### src/rtl/sg_pkg.sv
package sg_pkg;
  localparam int SG_FREQ_W = 9;
  localparam int SG_TONE_W = 6;

  typedef struct packed {
    logic run;
    logic mix;
  } sg_ctl_t;
endpackage

### src/rtl/sg_rst_sync.sv
module sg_rst_sync #(
  parameter int STAGES = 2
) (
  input  logic clk,
  input  logic rst_n,
  output logic rst_n_out
);
  logic [STAGES-1:0] sync_q;

  always_ff @(posedge clk or negedge rst_n) begin
    if (!rst_n) sync_q <= '0;
    else        sync_q <= {sync_q[STAGES-2:0], 1'b1};
  end

  assign rst_n_out = sync_q[STAGES-1];
endmodule

### src/rtl/sg_cmp_counter.sv
// Up-counter with a compare buffer reloaded from a holding value at wrap.
module sg_cmp_counter #(
  parameter int W = 9
) (
  input  logic         clk,
  input  logic         rst_n,
  input  logic         run,
  input  logic         adv,
  input  logic [W-1:0] hold_val,
  output logic [W-1:0] cnt,
  output logic [W-1:0] cmp_buf,
  output logic         wrap
);
  logic [W-1:0] cnt_d, buf_d;

  assign wrap = run & adv & (cnt == cmp_buf);

  always_comb begin
    cnt_d = cnt;
    buf_d = cmp_buf;
    if (!run) begin
      cnt_d = '0;
      buf_d = hold_val;
    end else if (wrap) begin
      cnt_d = '0;
      buf_d = hold_val;
    end else if (adv) begin
      cnt_d = cnt + 1'b1;
    end
  end

  always_ff @(posedge clk or negedge rst_n) begin
    if (!rst_n) begin
      cnt     <= '0;
      cmp_buf <= '0;
    end else begin
      cnt     <= cnt_d;
      cmp_buf <= buf_d;
    end
  end
endmodule

### src/rtl/sg_pwm_latch.sv
// Set at frame start (unless the next volume is zero), cleared when the
// frame count reaches the volume, so V cycles of each frame are high.
module sg_pwm_latch #(
  parameter int W = 9
) (
  input  logic         clk,
  input  logic         rst_n,
  input  logic         run,
  input  logic         frame_end,
  input  logic [W-1:0] cnt,
  input  logic [W-1:0] hold_val,
  output logic [W-1:0] vol_buf,
  output logic         pwm
);
  localparam int CW = W + 1;

  logic [W-1:0] vol_d;
  logic         pwm_d;
  logic         set_ok;
  logic         clr_hit;

  assign set_ok  = (hold_val != '0);
  assign clr_hit = ({1'b0, cnt} + CW'(1)) == {1'b0, vol_buf};

  always_comb begin
    vol_d = vol_buf;
    pwm_d = pwm;
    if (!run) begin
      vol_d = hold_val;
      pwm_d = 1'b0;
    end else if (frame_end) begin
      vol_d = hold_val;
      pwm_d = set_ok;
    end else if (clr_hit) begin
      pwm_d = 1'b0;
    end
  end

  always_ff @(posedge clk or negedge rst_n) begin
    if (!rst_n) begin
      vol_buf <= '0;
      pwm     <= 1'b0;
    end else begin
      vol_buf <= vol_d;
      pwm     <= pwm_d;
    end
  end
endmodule

### src/rtl/sg_tone_volume.sv
module sg_tone_volume #(
  parameter int FW = sg_pkg::SG_FREQ_W,
  parameter int TW = sg_pkg::SG_TONE_W
) (
  input  logic          clk,
  input  logic          rst_n,
  input  logic          freq_lo_we,
  input  logic [FW-1:0] freq_lo_d,
  input  logic          freq_hi_we,
  input  logic [TW-1:0] freq_hi_d,
  input  logic          vol_we,
  input  logic [FW-1:0] vol_d,
  input  logic          ctl_we,
  input  logic          ctl_pwr,
  input  logic          ctl_sel,
  output logic          tone_pin,
  output logic          amp_pin
);
  import sg_pkg::*;

  logic          rst_n_sync;
  logic [FW-1:0] flo_q, flo_d;
  logic [TW-1:0] fhi_q, fhi_d;
  logic [FW-1:0] vol_q, vol_nx;
  sg_ctl_t       ctl_q, ctl_d;
  logic          run, mix;

  logic [FW-1:0] cnt_f, buf_f;
  logic [TW-1:0] cnt_t, buf_t;
  logic [FW-1:0] buf_v;
  logic          f_wrap, t_wrap;
  logic          pwm;
  logic          div_q, div_d;

  sg_rst_sync #(.STAGES(2)) u_rst (
    .clk(clk), .rst_n(rst_n), .rst_n_out(rst_n_sync)
  );

  // Holding registers: next state
  always_comb begin
    flo_d  = freq_lo_we ? freq_lo_d : flo_q;
    fhi_d  = freq_hi_we ? freq_hi_d : fhi_q;
    vol_nx = vol_we     ? vol_d     : vol_q;
    ctl_d  = ctl_q;
    if (ctl_we) begin
      ctl_d.run = ctl_pwr;
      ctl_d.mix = ctl_sel;
    end
  end

  always_ff @(posedge clk or negedge rst_n_sync) begin
    if (!rst_n_sync) begin
      flo_q <= '0;
      fhi_q <= '0;
      vol_q <= '0;
      ctl_q <= '0;
    end else begin
      flo_q <= flo_d;
      fhi_q <= fhi_d;
      vol_q <= vol_nx;
      ctl_q <= ctl_d;
    end
  end

  assign run = ctl_q.run;
  assign mix = ctl_q.mix;

  sg_cmp_counter #(.W(FW)) u_frame (
    .clk(clk), .rst_n(rst_n_sync), .run(run), .adv(1'b1),
    .hold_val(flo_q), .cnt(cnt_f), .cmp_buf(buf_f), .wrap(f_wrap)
  );

  sg_cmp_counter #(.W(TW)) u_tone (
    .clk(clk), .rst_n(rst_n_sync), .run(run), .adv(f_wrap),
    .hold_val(fhi_q), .cnt(cnt_t), .cmp_buf(buf_t), .wrap(t_wrap)
  );

  sg_pwm_latch #(.W(FW)) u_pwm (
    .clk(clk), .rst_n(rst_n_sync), .run(run), .frame_end(f_wrap),
    .cnt(cnt_f), .hold_val(vol_q), .vol_buf(buf_v), .pwm(pwm)
  );

  // Divide-by-two tone stage
  always_comb begin
    div_d = div_q;
    if (!run)        div_d = 1'b0;
    else if (t_wrap) div_d = ~div_q;
  end

  always_ff @(posedge clk or negedge rst_n_sync) begin
    if (!rst_n_sync) div_q <= 1'b0;
    else             div_q <= div_d;
  end

  assign tone_pin = run & (mix ? (div_q & pwm) : div_q);
  assign amp_pin  = run & pwm;
endmodule

### config.mk
export PLATFORM = sky130hd
export DESIGN_NAME = sg_tone_volume
export DESIGN_NICKNAME = d
export VERILOG_FILES = /design/src/rtl/sg_pkg.sv /design/src/rtl/sg_rst_sync.sv /design/src/rtl/sg_cmp_counter.sv /design/src/rtl/sg_pwm_latch.sv /design/src/rtl/sg_tone_volume.sv
export SDC_FILE = /design/constraint.sdc
export NUM_CORES = 1
export LEC_CHECK = 0
export ABC_AREA = 1
export CORE_UTILIZATION = 63
export DETAILED_ROUTE_END_ITERATION = 8
export DONT_BUFFER_PORTS = 1
export PLACE_DENSITY = 0.77
export SYNTH_ARGS = -nofsm -noshare
export SYNTH_HDL_FRONTEND = slang
export SYNTH_HIERARCHICAL = 1
export SYNTH_SLANG_ARGS = --single-unit
### constraint.sdc
create_clock -name clk -period 2.6 [get_ports clk]
set_clock_uncertainty 0.1 [all_clocks]
set_input_delay 0 -clock clk [delete_from_list [all_inputs] [get_ports clk]]
set_output_delay 0 -clock clk [all_outputs]
set_load 0.02 [all_outputs]
Word-level counts from Yosys, hierarchy flattened:

Index checks and enable logic that the tools add are counted.

* add/subtract/negate cells: 3
* equality and inequality tests: 7
* multiplexer cells: 17
* bitwise logic cells: 7
* reduce and logical (&&, ||, !) cells: 1

Operators by type and width (count)
* $mux W9: 6
* $mux W6: 5
* $add A9 B1 Y10 const B: 1
* $eq A10 B9 Y1: 1
* $add A9 B1 Y9 const B: 1
* $eq A9 B9 Y1: 1
* $reduce_bool A9 Y1: 1
* $add A6 B1 Y6 const B: 1
* $and A1 B1 Y1: 6
* $eq A6 B6 Y1: 1
* $mux W1: 6
* $ne A3 B1 Y1 const B: 2
* $ne A2 B1 Y1 const B: 2
* $not A1 Y1: 1

* flip-flop bits (word level): 69
* bits of input ports: 32
* output and inout bits: 2
* logic and storage cells: 48

Depth between registers and ports, before layout:

Gate-level depths: netlist of the first run.

* depth in word-level cells: 6
* gate-level depth with buffers: 18

Hierarchy:

The synthesis of the first run kept the hierarchy.

Modules (own cells, without submodules)
* sg_tone_volume: instances 1, cells each 120, area each 1096.1 um2, sequential area each 675.6 um2
* sg_cmp_counter (u_frame): instances 1, cells each 143, area each 1033.5 um2, sequential area each 450.4 um2
* sg_pwm_latch: instances 1, cells each 121, area each 759.5 um2, sequential area each 250.2 um2
* sg_cmp_counter (u_tone): instances 1, cells each 92, area each 673.1 um2, sequential area each 300.3 um2
* sg_rst_sync: instances 1, cells each 3, area each 53.8 um2, sequential area each 50.0 um2

Least setup slack after synthesis of the first run:

No wires, ideal clock.

* kind: register to register
* start: register ctl_q, in the netlist run
* end: register div_q
* library setup time: 117 ps
* arrival time: 1865 ps
* data required time: 2383 ps
* setup slack: 518 ps
* stages on the path, launching flop included: 17
* path buffers: 1
* path through: dfrtp_1 > nand2_1 > a21oi_1 > nand2_1 > nor2_4 > nand3_4 > buf_4 > inv_1 > nand2_2 > nor2_1 > nand2_1 > nor2_2 > nand2_4 > inv_1 > nand2_1 > nand2_1 > nor2_1

* word-level cells in the longest chain between the ends: 4

Ends and longest elaborated chain
* from (decl): line sg_tone_volume.sv:25 `sg_ctl_t ctl_q, ctl_d;`
* from (signal assigned): line sg_tone_volume.sv:61 `ctl_q <= ctl_d;`
* $and A1 B1 Y1: line sg_cmp_counter.sv:16 `assign wrap = run & adv & (cnt == cmp_buf);`
* net f_wrap: line sg_tone_volume.sv:31 `logic f_wrap, t_wrap;`
* $and A1 B1 Y1 (2 in a row): line sg_cmp_counter.sv:16
* net t_wrap: line sg_tone_volume.sv:31
* $ne A2 B1 Y1 (no line)
* to (signal assigned): line sg_tone_volume.sv:92 `else div_q <= div_d;`
* to (decl): line sg_tone_volume.sv:33 `logic div_q, div_d;`

The timed path passes the listed nets, and every way through them passes these cells.
A chain may end at the register's enable or synchronous reset.

Worst setup path in the final report of the first run:

* start: register u_frame.cnt[6]
* end: register div_q

* word-level cells in the longest chain between the ends: 5

Ends and longest elaborated chain
* from (decl): line sg_cmp_counter.sv:10 `output logic [W-1:0] cnt,`
* from (signal assigned): line sg_cmp_counter.sv:37 `cnt <= cnt_d;`
* $eq A9 B9 Y1: line sg_cmp_counter.sv:16
* $and A1 B1 Y1: line sg_cmp_counter.sv:16
* net f_wrap: line sg_tone_volume.sv:31
* $and A1 B1 Y1 (2 in a row): line sg_cmp_counter.sv:16
* net t_wrap: line sg_tone_volume.sv:31
* $ne A2 B1 Y1 (no line)

The timed path passes the listed nets, and every way through them passes these cells.

==> impl_metrics.tcl, run 1 <==
set metrics [dict create \
    outcome "complete, no violations" \
    drc_errors 0 \
    fin_util 0.758 \
    fin_crit_ps 2220 \
    tns_ps 0 \
    num_rows 27 \
    cpPeakStageDelay_ps 480 \
    ys_seq_area_frac 0.478 \
    finalSetupViolations 0 \
    final-seq-area_mm2 0.00173 \
    place_hpwl_um 4960 \
    ys_ff_latch 69 \
    power_density_mw_per_mm2 619 \
    grt_max_degree 41 \
    tightest_slew_ps 622 \
    fmax_ghz 0.451 \
    yosys.cell_types.count 32 \
    slowest_stage "dfrtp_1" \
    routed_wl_um 7590 \
    fp.dieW_um 77.8 \
    firstDrtPassIters 4 \
    grt_pass1_vias 2817 \
    cp_max_fo 13 \
    hp-class "register to async pin" \
    grt_use_total 0.276 \
    fin_nets 551 \
    synth_ff_type "dfrtp_1" \
    fin_ws_ps 381 \
    crit_chain "inv_1 > nand2_1 > nand2_1 > nand2_1 > nor2_2 > nand3_4 > inv_1 > nand2_2 > nor2_1 > nand2_1 > nor2_2 > nand2_4 > inv_1 > nand2_1 > nand2_1 > nor2_1" \
    post_dp_cell_area_mm2 0.00365 \
    start_util 0.657 \
    yosysWarnings 6 \
    cpMostUsedCell "nand2_1" \
    drtIter0Drc 207 \
    worst_setup_path_start_kind "register" \
    maxCapViolations 0 \
    leakagePower_nw 2.16 \
    num_antenna_cells 0 \
    synthCells 479 \
    period_share 0.854 \
    maxSlewViolCount 0 \
    route.vias.total 3003 \
    crit_type "register to register" \
    die_area_mm2 0.00605 \
    grt_pass1_wl_um 12600 \
    crit_required_ps 2750 \
    dp_slack_ps 403 \
    cts_buffer_depth 2 \
    ir_drop_mv 0.477 \
    drt-wirelength-per-cell_um 12.8 \
    crit_arrival_ps 2370 \
    synth_area_mm2 0.00362 \
    cts_buffers 9 \
    cts_max_level 3 \
    cts.repair.resized 0 \
    cts_root_buffer "clkbuf_8" \
    drive_above_1_share 0.0787 \
    cts.sinks 69 \
    port_buffers 0 \
    overflow 0 \
    via_per_inst 5.06 \
    area_growth_pct 15.5 \
    hold_violations 0 \
    slew_headroom 0.585 \
    pin_count 34 \
    nFillCells 405 \
    clock_latency_ps 350 \
    drtAntennaViolNets 0 \
    gp_congestion 0.875 \
    multiInputGateArea_mm2 0.00147 \
    clkTransAtPathRegs_ps 80 \
    cts_tree "built" \
    antenna_found_initial 0 \
    finalPower_w 0.00258 \
    synth_enable_flop_cells 0 \
    r2r_slack_ps 380 \
    end_kind "register" \
    die_h_um 77.8 \
    rsz0062_at_grt "no" \
    async_reset_ff_frac 1.00 \
    postSynthAreaPerCell_um2 7.55 \
    core-area_mm2 0.00551 \
    design_area_mm2 0.00418 \
]
kinds of logic (layout without fill, tap and decap cells):
| group | Yosys count | after routing | synth area share |
|---|---|---|---|
| other | 2 | 3 | 0.00208 |
| buffers and inverters | 99 | 140 | 0.118 |
| xor gates and xnor gates | 12 | 12 | 0.0291 |
| muxes | 2 | 2 | 0.00623 |
| and+or+nand+nor | 252 | 252 | 0.299 |
| adders and majority gates | 3 | 3 | 0.0104 |
| DFF | 69 | 69 | 0.478 |
| AOI/OAI and AO/OA | 40 | 40 | 0.0585 |
area by class of cell:
class	instances	area share
Sequential cell	69	0.414
Multi-Input combinational cell	312	0.352
Timing Repair Buffer	35	0.0851
Inverter	89	0.0800
Clock buffer	9	0.0297
Tap cell	72	0.0216
Clock inverter	7	0.0183
registers in the layout, indices dropped and copies added, names as in the netlist, 6 cells and up:
signal / count
u_frame/cnt: 9
u_frame/cmp_buf: 9
vol_q: 9
u_tone/cnt: 6
u_tone/cmp_buf: 6
flo_q: 9
fhi_q: 6
u_pwm/vol_buf: 9
worst paths after layout:
path,start,endpoint,cells after the start
min reg2reg,u_rst/sync_q[1],vol_q[8],0
min in group clk,freq_lo_d[6],flo_q[6],3
min,u_rst/sync_q[1],vol_q[8],0
max,u_frame/cnt[6],div_q,16
max reg2reg,u_frame/cnt[6],div_q,16
max in group asynchronous,u_rst/sync_q[1],u_frame/cnt[2],1
cell usage after synthesis (2+ instances only):
cell type | instances | area share
nand2_1 | 161 | 0.17
inv_1 | 87 | 0.090
dfrtp_1 | 69 | 0.48
nand3_1 | 36 | 0.050
nor2_1 | 35 | 0.036
o21ai_0 | 26 | 0.036
xor2_1 | 11 | 0.027
o21ai_1 | 6 | 0.0083
buf_6 | 5 | 0.016
a21oi_1 | 4 | 0.0055
nand2_2 | 4 | 0.0069
nor2_2 | 4 | 0.0069
ha_1 | 3 | 0.010
nand2_4 | 3 | 0.0093
conb_1 | 2 | 0.0021
inv_2 | 2 | 0.0021
mux2_2 | 2 | 0.0062
nand4_1 | 2 | 0.0035
nor2_4 | 2 | 0.0062
nor4_1 | 2 | 0.0035
o21ai_2 | 2 | 0.0048
cell usage in the layout, fill, tap and decap left out, types with 2 or more instances in the layout:
cell type        n
nand2_1        161
inv_1           87
dfrtp_1         68
nand3_1         36
nor2_1          35
dlygate4sd3_1   32
o21ai_0         26
xor2_1          11
clkbuf_8         9
o21ai_1          6
a21oi_1          4
nor2_2           4
nand2_2          4
clkinv_4         3
conb_1           3
nand2_4          3
ha_1             3
o21ai_2          2
clkinvlp_4       2
buf_4            2
inv_2            2
nor2_4           2
nand4_1          2
nor4_1           2
mux2_2           2
layer usage:
metal,vias to the layer above,share of wire,global-route usage
met4,0,0.025,0.140
met3,18,0.040,0.0518
li1,1524,-,-
met5,-,0,0
met2,74,0.49,0.459
met1,1387,0.44,0.344
critical path, delay by kind of cell, from the launching register on:
kind / cells / cell delay, ps
flip-flops: 1 / 480
buffers and inverters: 3 / 400
AND/OR/NAND/NOR: 13 / 1150
metrics by stage:
stage | hold WS, ps | cells
5_1_grt | 215 | 593
3_3_place_gp | -396 | 545
4_1_cts | 194 | 593
2_1_floorplan | -396 | 480
6_report | 188 | 593
3_5_place_dp | -396 | 545
timing repair:
| item | CTS | global route |
|---|---|---|
| hold buffers | 32 | 0 |
| buffers inserted | 0 | 0 |
| endpoints found under the hold margin | 28 | 0 |
power by group:
group          total [W]  internal (W)  switching [W]  leakage (nW)
combinational   0.000440      0.000177       0.000263          1.19
sequential       0.00128       0.00118       0.000101         0.870
clock           0.000864      0.000445       0.000419        0.0954
total            0.00258       0.00180       0.000784          2.16
(Power assumes the default switching activity.)
==> run 2, diff against run 1 <==
- CORE_UTILIZATION: 63 -> 60
- PLACE_DENSITY: 0.77 -> 0.74
==> run 2 against run 1 <==
  * Clock power down 10%
  * Clock-buffer cell count rose by 1
  * Via count shrank 1.3%
  * Sequential share of layout area grew 0.24 points
  * Non-clock buffer count unchanged
  * Critical path type unchanged
  * Cell area shrank 0.57%
  * Cell count did not move
  * Largest power group unchanged
  * Hold slack better by 21 ps
==> impl_metrics.tcl, run 2 (synthesis results as in run 1) <==
set metrics [dict create \
    worst_setup_path_start_kind "register" \
    firstDrtPassIters 4 \
    start_util 0.641 \
    cts_root_buffer "clkbuf_8" \
    via_per_inst 5.00 \
    cts_tree "built" \
    fin_ws_ps 370 \
    ir_drop_mv 0.444 \
    fin_crit_ps 2230 \
    grt_max_degree 40 \
    pin_count 34 \
    cts.repair.resized 0 \
    cpPeakStageDelay_ps 520 \
    final_cell_mix "161 x nand2_1, 87 x inv_1, 68 x dfrtp_1" \
    tightest_slew_ps 669 \
    num_rows 27 \
    finalSetupViolations 0 \
    fp.dieW_um 79.6 \
    die_area_mm2 0.00634 \
    leakagePower_nw 2.15 \
    place_hpwl_um 4860 \
    grt_pass1_vias 2706 \
    period_share 0.858 \
    crit_chain "inv_2 > nand2_1 > nand2_1 > inv_1 > nand2_1 > nor2_4 > nand3_4 > inv_1 > nand2_2 > nor2_1 > nand2_1 > nor2_2 > nand2_4 > inv_1 > nand2_1 > nand2_1 > nor2_1" \
    num_antenna_cells 0 \
    port_buffers 0 \
    tns_ps 0 \
    slew_headroom 0.554 \
    crit_arrival_ps 2370 \
    slowest_stage "dfrtp_1" \
    crit_type "register to register" \
    hp-class "register to async pin" \
    drtAntennaViolNets 0 \
    crit_required_ps 2730 \
    maxSlewViolCount 0 \
    drc_errors 0 \
    cpMostUsedCell "nand2_1" \
    hold_slack_ps 210 \
    maxCapViolations 0 \
    grt_pass1_wl_um 12400 \
    cts_setup_buffers 0 \
    rsz0062_at_grt "no" \
    drt-wirelength-per-cell_um 12.3 \
    cts_buffers 9 \
    fmax_ghz 0.448 \
    fin_nets 551 \
    end_kind "register" \
    clkTransAtPathRegs_ps 80 \
    gp_congestion 0.859 \
    fin_util 0.736 \
    overflow 0 \
    cts.sinks 69 \
    dp_slack_ps 411 \
    core-area_mm2 0.00564 \
    power_density_mw_per_mm2 599 \
    hold_buffers 32 \
    drive_above_1_share 0.0787 \
    route.vias.total 2964 \
    cts_buffer_depth 2 \
    cp_max_fo 13 \
    hold_violations 0 \
    routed_wl_um 7320 \
    area_growth_pct 14.8 \
    drtIter0Drc 196 \
    die_h_um 79.6 \
    antenna_found_initial 0 \
    grt_use_total 0.260 \
    clock_latency_ps 340 \
    outcome "complete, no violations" \
    layout_commonest_cell "nand2_1" \
    cts_max_level 3 \
]
==> run 2: through the flow <==
stage	instances	total power (W)	instance area (um2)
4_1_cts	593	0.00250	4150
6_report	593	0.00249	4150
2_1_floorplan	480	0.00160	3620
5_1_grt	593	0.00264	4150
3_3_place_gp	545	0.00166	3650
3_5_place_dp	545	0.00167	3650
==> run 2: worst max-delay path: cells and delay by family, from the launching register on <==
family | cells | cell delay [ps]
flip-flops | 1 | 520
AND/OR/NAND/NOR | 13 | 1100
buffers and inverters | 4 | 400
==> run 2: routing by layer <==
metal / GRT usage / wire length (um)
met3: 0.0617 / 311
met2: 0.406 / 3420
met4: 0.0964 / 140
met1: 0.351 / 3450
met5: 0 / 0
==> run 2: path summary, 6_finish.rpt <==
check | slack, ps | endpoint | start | depth (start not counted)
worst max register to register | 370 | div_q | u_frame/cnt[5] | 17
worst max-delay path | 370 | div_q | u_frame/cnt[5] | 17
worst min register to register | 210 | u_frame/cnt[4] | u_rst/sync_q[1] | 0
worst min-delay path | 210 | u_frame/cnt[4] | u_rst/sync_q[1] | 0
max in group asynchronous | 1560 | fhi_q[0] | u_rst/sync_q[1] | 1
min in group clk | 210 | vol_q[7] | vol_d[7] | 3
==> run 2: area by class of cell <==
class | instances | area, um2
clock buffers | 10 | 138
clock inverters | 6 | 38.8
fillers | 443 | 1490
inverters | 89 | 334
multi-input cells | 312 | 1470
flip-flops and latches | 69 | 1730
well taps | 72 | 90.1
repair buffers | 35 | 355
==> run 2: report_power, final <==
group          internal [W]  switching [W]  leakage, nW
sequential          0.00118      0.0000998        0.870
clock              0.000368       0.000409       0.0880
combinational      0.000176       0.000256         1.19
total               0.00172       0.000765         2.15
==> run 3, diff against run 2 <==
--- a/config.mk
+++ b/config.mk
@@ -8,6 +8,6 @@
 export ABC_AREA = 1
-export CORE_UTILIZATION = 60
+export BUFFER_PORTS_ARGS = -buffer_cell sky130_fd_sc_hd__clkbuf_2
+export CORE_UTILIZATION = 59
 export DETAILED_ROUTE_END_ITERATION = 8
-export DONT_BUFFER_PORTS = 1
-export PLACE_DENSITY = 0.74
+export PLACE_DENSITY = 0.77
 export SYNTH_ARGS = -nofsm -noshare
--- a/constraint.sdc
+++ b/constraint.sdc
@@ -4,2 +4,2 @@
 set_output_delay 0 -clock clk [all_outputs]
-set_load 0.02 [all_outputs]
+set_load 0.1 [all_outputs]
==> run 3 against run 2 <==
  * The flow now finishes with violations (design-rule violations)
  * Hold slack worse by 180 ps
  * Core utilization is 7.5 points higher
  * Flip-flop and latch count unchanged
  * Sequential share of layout area is 5.6 points lower
  * Clock-buffer cell count decreased by 1
  * Critical path depth fell by 1
  * Cell area up 16%
  * Clock power up 24%
  * Critical endpoint unchanged
  * Highest routed layer unchanged
==> impl_metrics.tcl, run 3 (synthesis results as in run 1) <==
set metrics [dict create \
    firstDrtPassIters 8 \
    grt_max_degree 28 \
    pin_count 34 \
    fin_crit_ps 2340 \
    die_h_um 80.3 \
    cts_buffers 9 \
    r2r_end "div_q" \
    fin_nets 630 \
    grt_pass1_wl_um 14700 \
    holdCritStartpoint "freq_lo_we" \
    num_rows 28 \
    place_hpwl_um 4880 \
    num_antenna_cells 0 \
    outcome "finished with violations" \
    fin_util 0.811 \
    routed_wl_um 9310 \
    met2_length_um 4680 \
    holdPathEnd "flo_q[1]" \
    p_switching_w 0.000839 \
    violations "design-rule violations" \
    slew_headroom 0.641 \
    grt_use_total 0.313 \
    finalSetupViolations 0 \
    cts.repair.resized 0 \
    overflow 0 \
    wl_met3_um 424 \
    seq_power_share 0.456 \
    cts_max_level 3 \
    drive_above_1_share 0.124 \
    layout_commonest_cell "nand2_1" \
    port_buffers 33 \
    p_comb_frac 0.200 \
    clock_latency_ps 350 \
    swShare 0.299 \
    maxCapViolations 0 \
    multiInputGateArea_mm2 0.00147 \
    crit_required_ps 2740 \
    nFillCells 357 \
    top_layer "met4" \
    rr_startpoint "u_frame/cnt[6]" \
    period_share 0.902 \
    ir_drop_mv 0.518 \
    final-seq-area_mm2 0.00173 \
    end_kind "register" \
    antenna_found_initial 0 \
    drc_errors 1 \
    cts_root_buffer "clkbuf_8" \
    crit_type "register to register" \
    tns_ps 0 \
    area_growth_pct 32.8 \
    crit_arrival_ps 2480 \
    start_util 0.611 \
    gp_congestion 0.851 \
    m1WireLength_um 3920 \
    drt-wirelength-per-cell_um 13.8 \
    fmax_ghz 0.427 \
    maxSlewViolCount 0 \
    drtIter0Drc 219 \
    die_area_mm2 0.00645 \
    tightest_slew_ps 541 \
    cts.sinks 69 \
    final_cell_mix "161 x nand2_1, 87 x inv_1, 77 x dlygate4sd3_1" \
    via_per_inst 5.02 \
    cts_tree "built" \
    hold_violations 0 \
    fp.dieW_um 80.3 \
    worst_setup_path_start_kind "register" \
    core-area_mm2 0.00592 \
    power_density_mw_per_mm2 583 \
    route.vias.total 3384 \
    leakagePower_nw 2.47 \
    rsz0062_at_grt "no" \
    r2r_slack_ps 260 \
    cp_max_fo 13 \
    grt_pass1_vias 3184 \
    min_path_cells 2 \
    clkTransAtPathRegs_ps 80 \
    cts_buffer_depth 2 \
    r2r_cells 16 \
    intPower_w 0.00196 \
    clockPowerShare 0.344 \
    drtAntennaViolNets 0 \
    hp-class "input pin to register" \
]
==> run 3: cell count changes in the layout (fill, tap and decap cells not counted), sizes merged <==
cell | previous run | this run
clkbuf | 10 | 42
bufinv | 0 | 2
buf | 3 | 4
dlygate4sd3 | 32 | 77
clkinv | 4 | 2
==> run 3: metal layers <==
layer | up-vias | GRT usage
met5 | - | 0
met4 | 0 | 0.161
met3 | 27 | 0.0500
met2 | 113 | 0.535
met1 | 1570 | 0.380
li1 | 1674 | -
==> run 3: area by class of cell <==
type	count	share of cell area
timing repair buffer	114	0.201
multi-input combinational	312	0.306
inverter	89	0.0696
sequential	69	0.360
clock buffer	9	0.0258
tap	75	0.0195
clock inverter	6	0.0185
==> run 3: critical path: stages (launching register included) <==
cell     delay (ps)
dfrtp_1         500
inv_1           170
nand2_1          80
nand2_1          60
nand2_1          60
nor2_2          160
nand3_4         190
inv_1           180
nand2_2          70
nor2_1          110
nand2_1          70
nor2_2          120
nand2_4         110
inv_1            90
nand2_1          50
nand2_1          50
nor2_1           40
==> run 3: timing repair <==
action | in CTS | in global routing
hold buffers | 77 | 0
hold endpoints to repair | 28 | 0
setup buffers | 0 | 0
==> run 3: worst max-delay path by stage <==
stage                          startpoint  slack [ps]           endpoint
final                      u_frame/cnt[6]         260              div_q
after global routing       u_frame/cnt[6]         130  u_tone/cmp_buf[4]
after CTS                  u_frame/cnt[5]         340              div_q
after detailed placement   u_frame/cnt[5]         360              div_q
after global placement     u_frame/cnt[5]         410              div_q
after floorplan           u_rst/sync_q[1]         440              div_q
==> run 3: per-stage QoR <==
step           setup WS [ps]  total power (W)  std cells  area, um2  hold WS, ps
6_report                 256          0.00280        674       4800         31.5
5_1_grt                  125          0.00292        674       4800         85.6
4_1_cts                  345          0.00276        674       4800         5.29
3_5_place_dp             365          0.00171        582       3820         -311
3_3_place_gp             410          0.00169        582       3820         -313
2_1_floorplan            436          0.00160        480       3620         -396
==> run 3: power groups by stage <==
| stage | clock [W] | combinational [W] | sequential [W] |
|---|---|---|---|
| finish | 0.000963 | 0.000559 | 0.00128 |
| global route | 0.00101 | 0.000619 | 0.00129 |
| CTS | 0.000961 | 0.000529 | 0.00127 |
| detailed placement | 0 | 0.000415 | 0.00129 |
| global placement | 0 | 0.000398 | 0.00129 |
| floorplan | 0 | 0.000318 | 0.00128 |
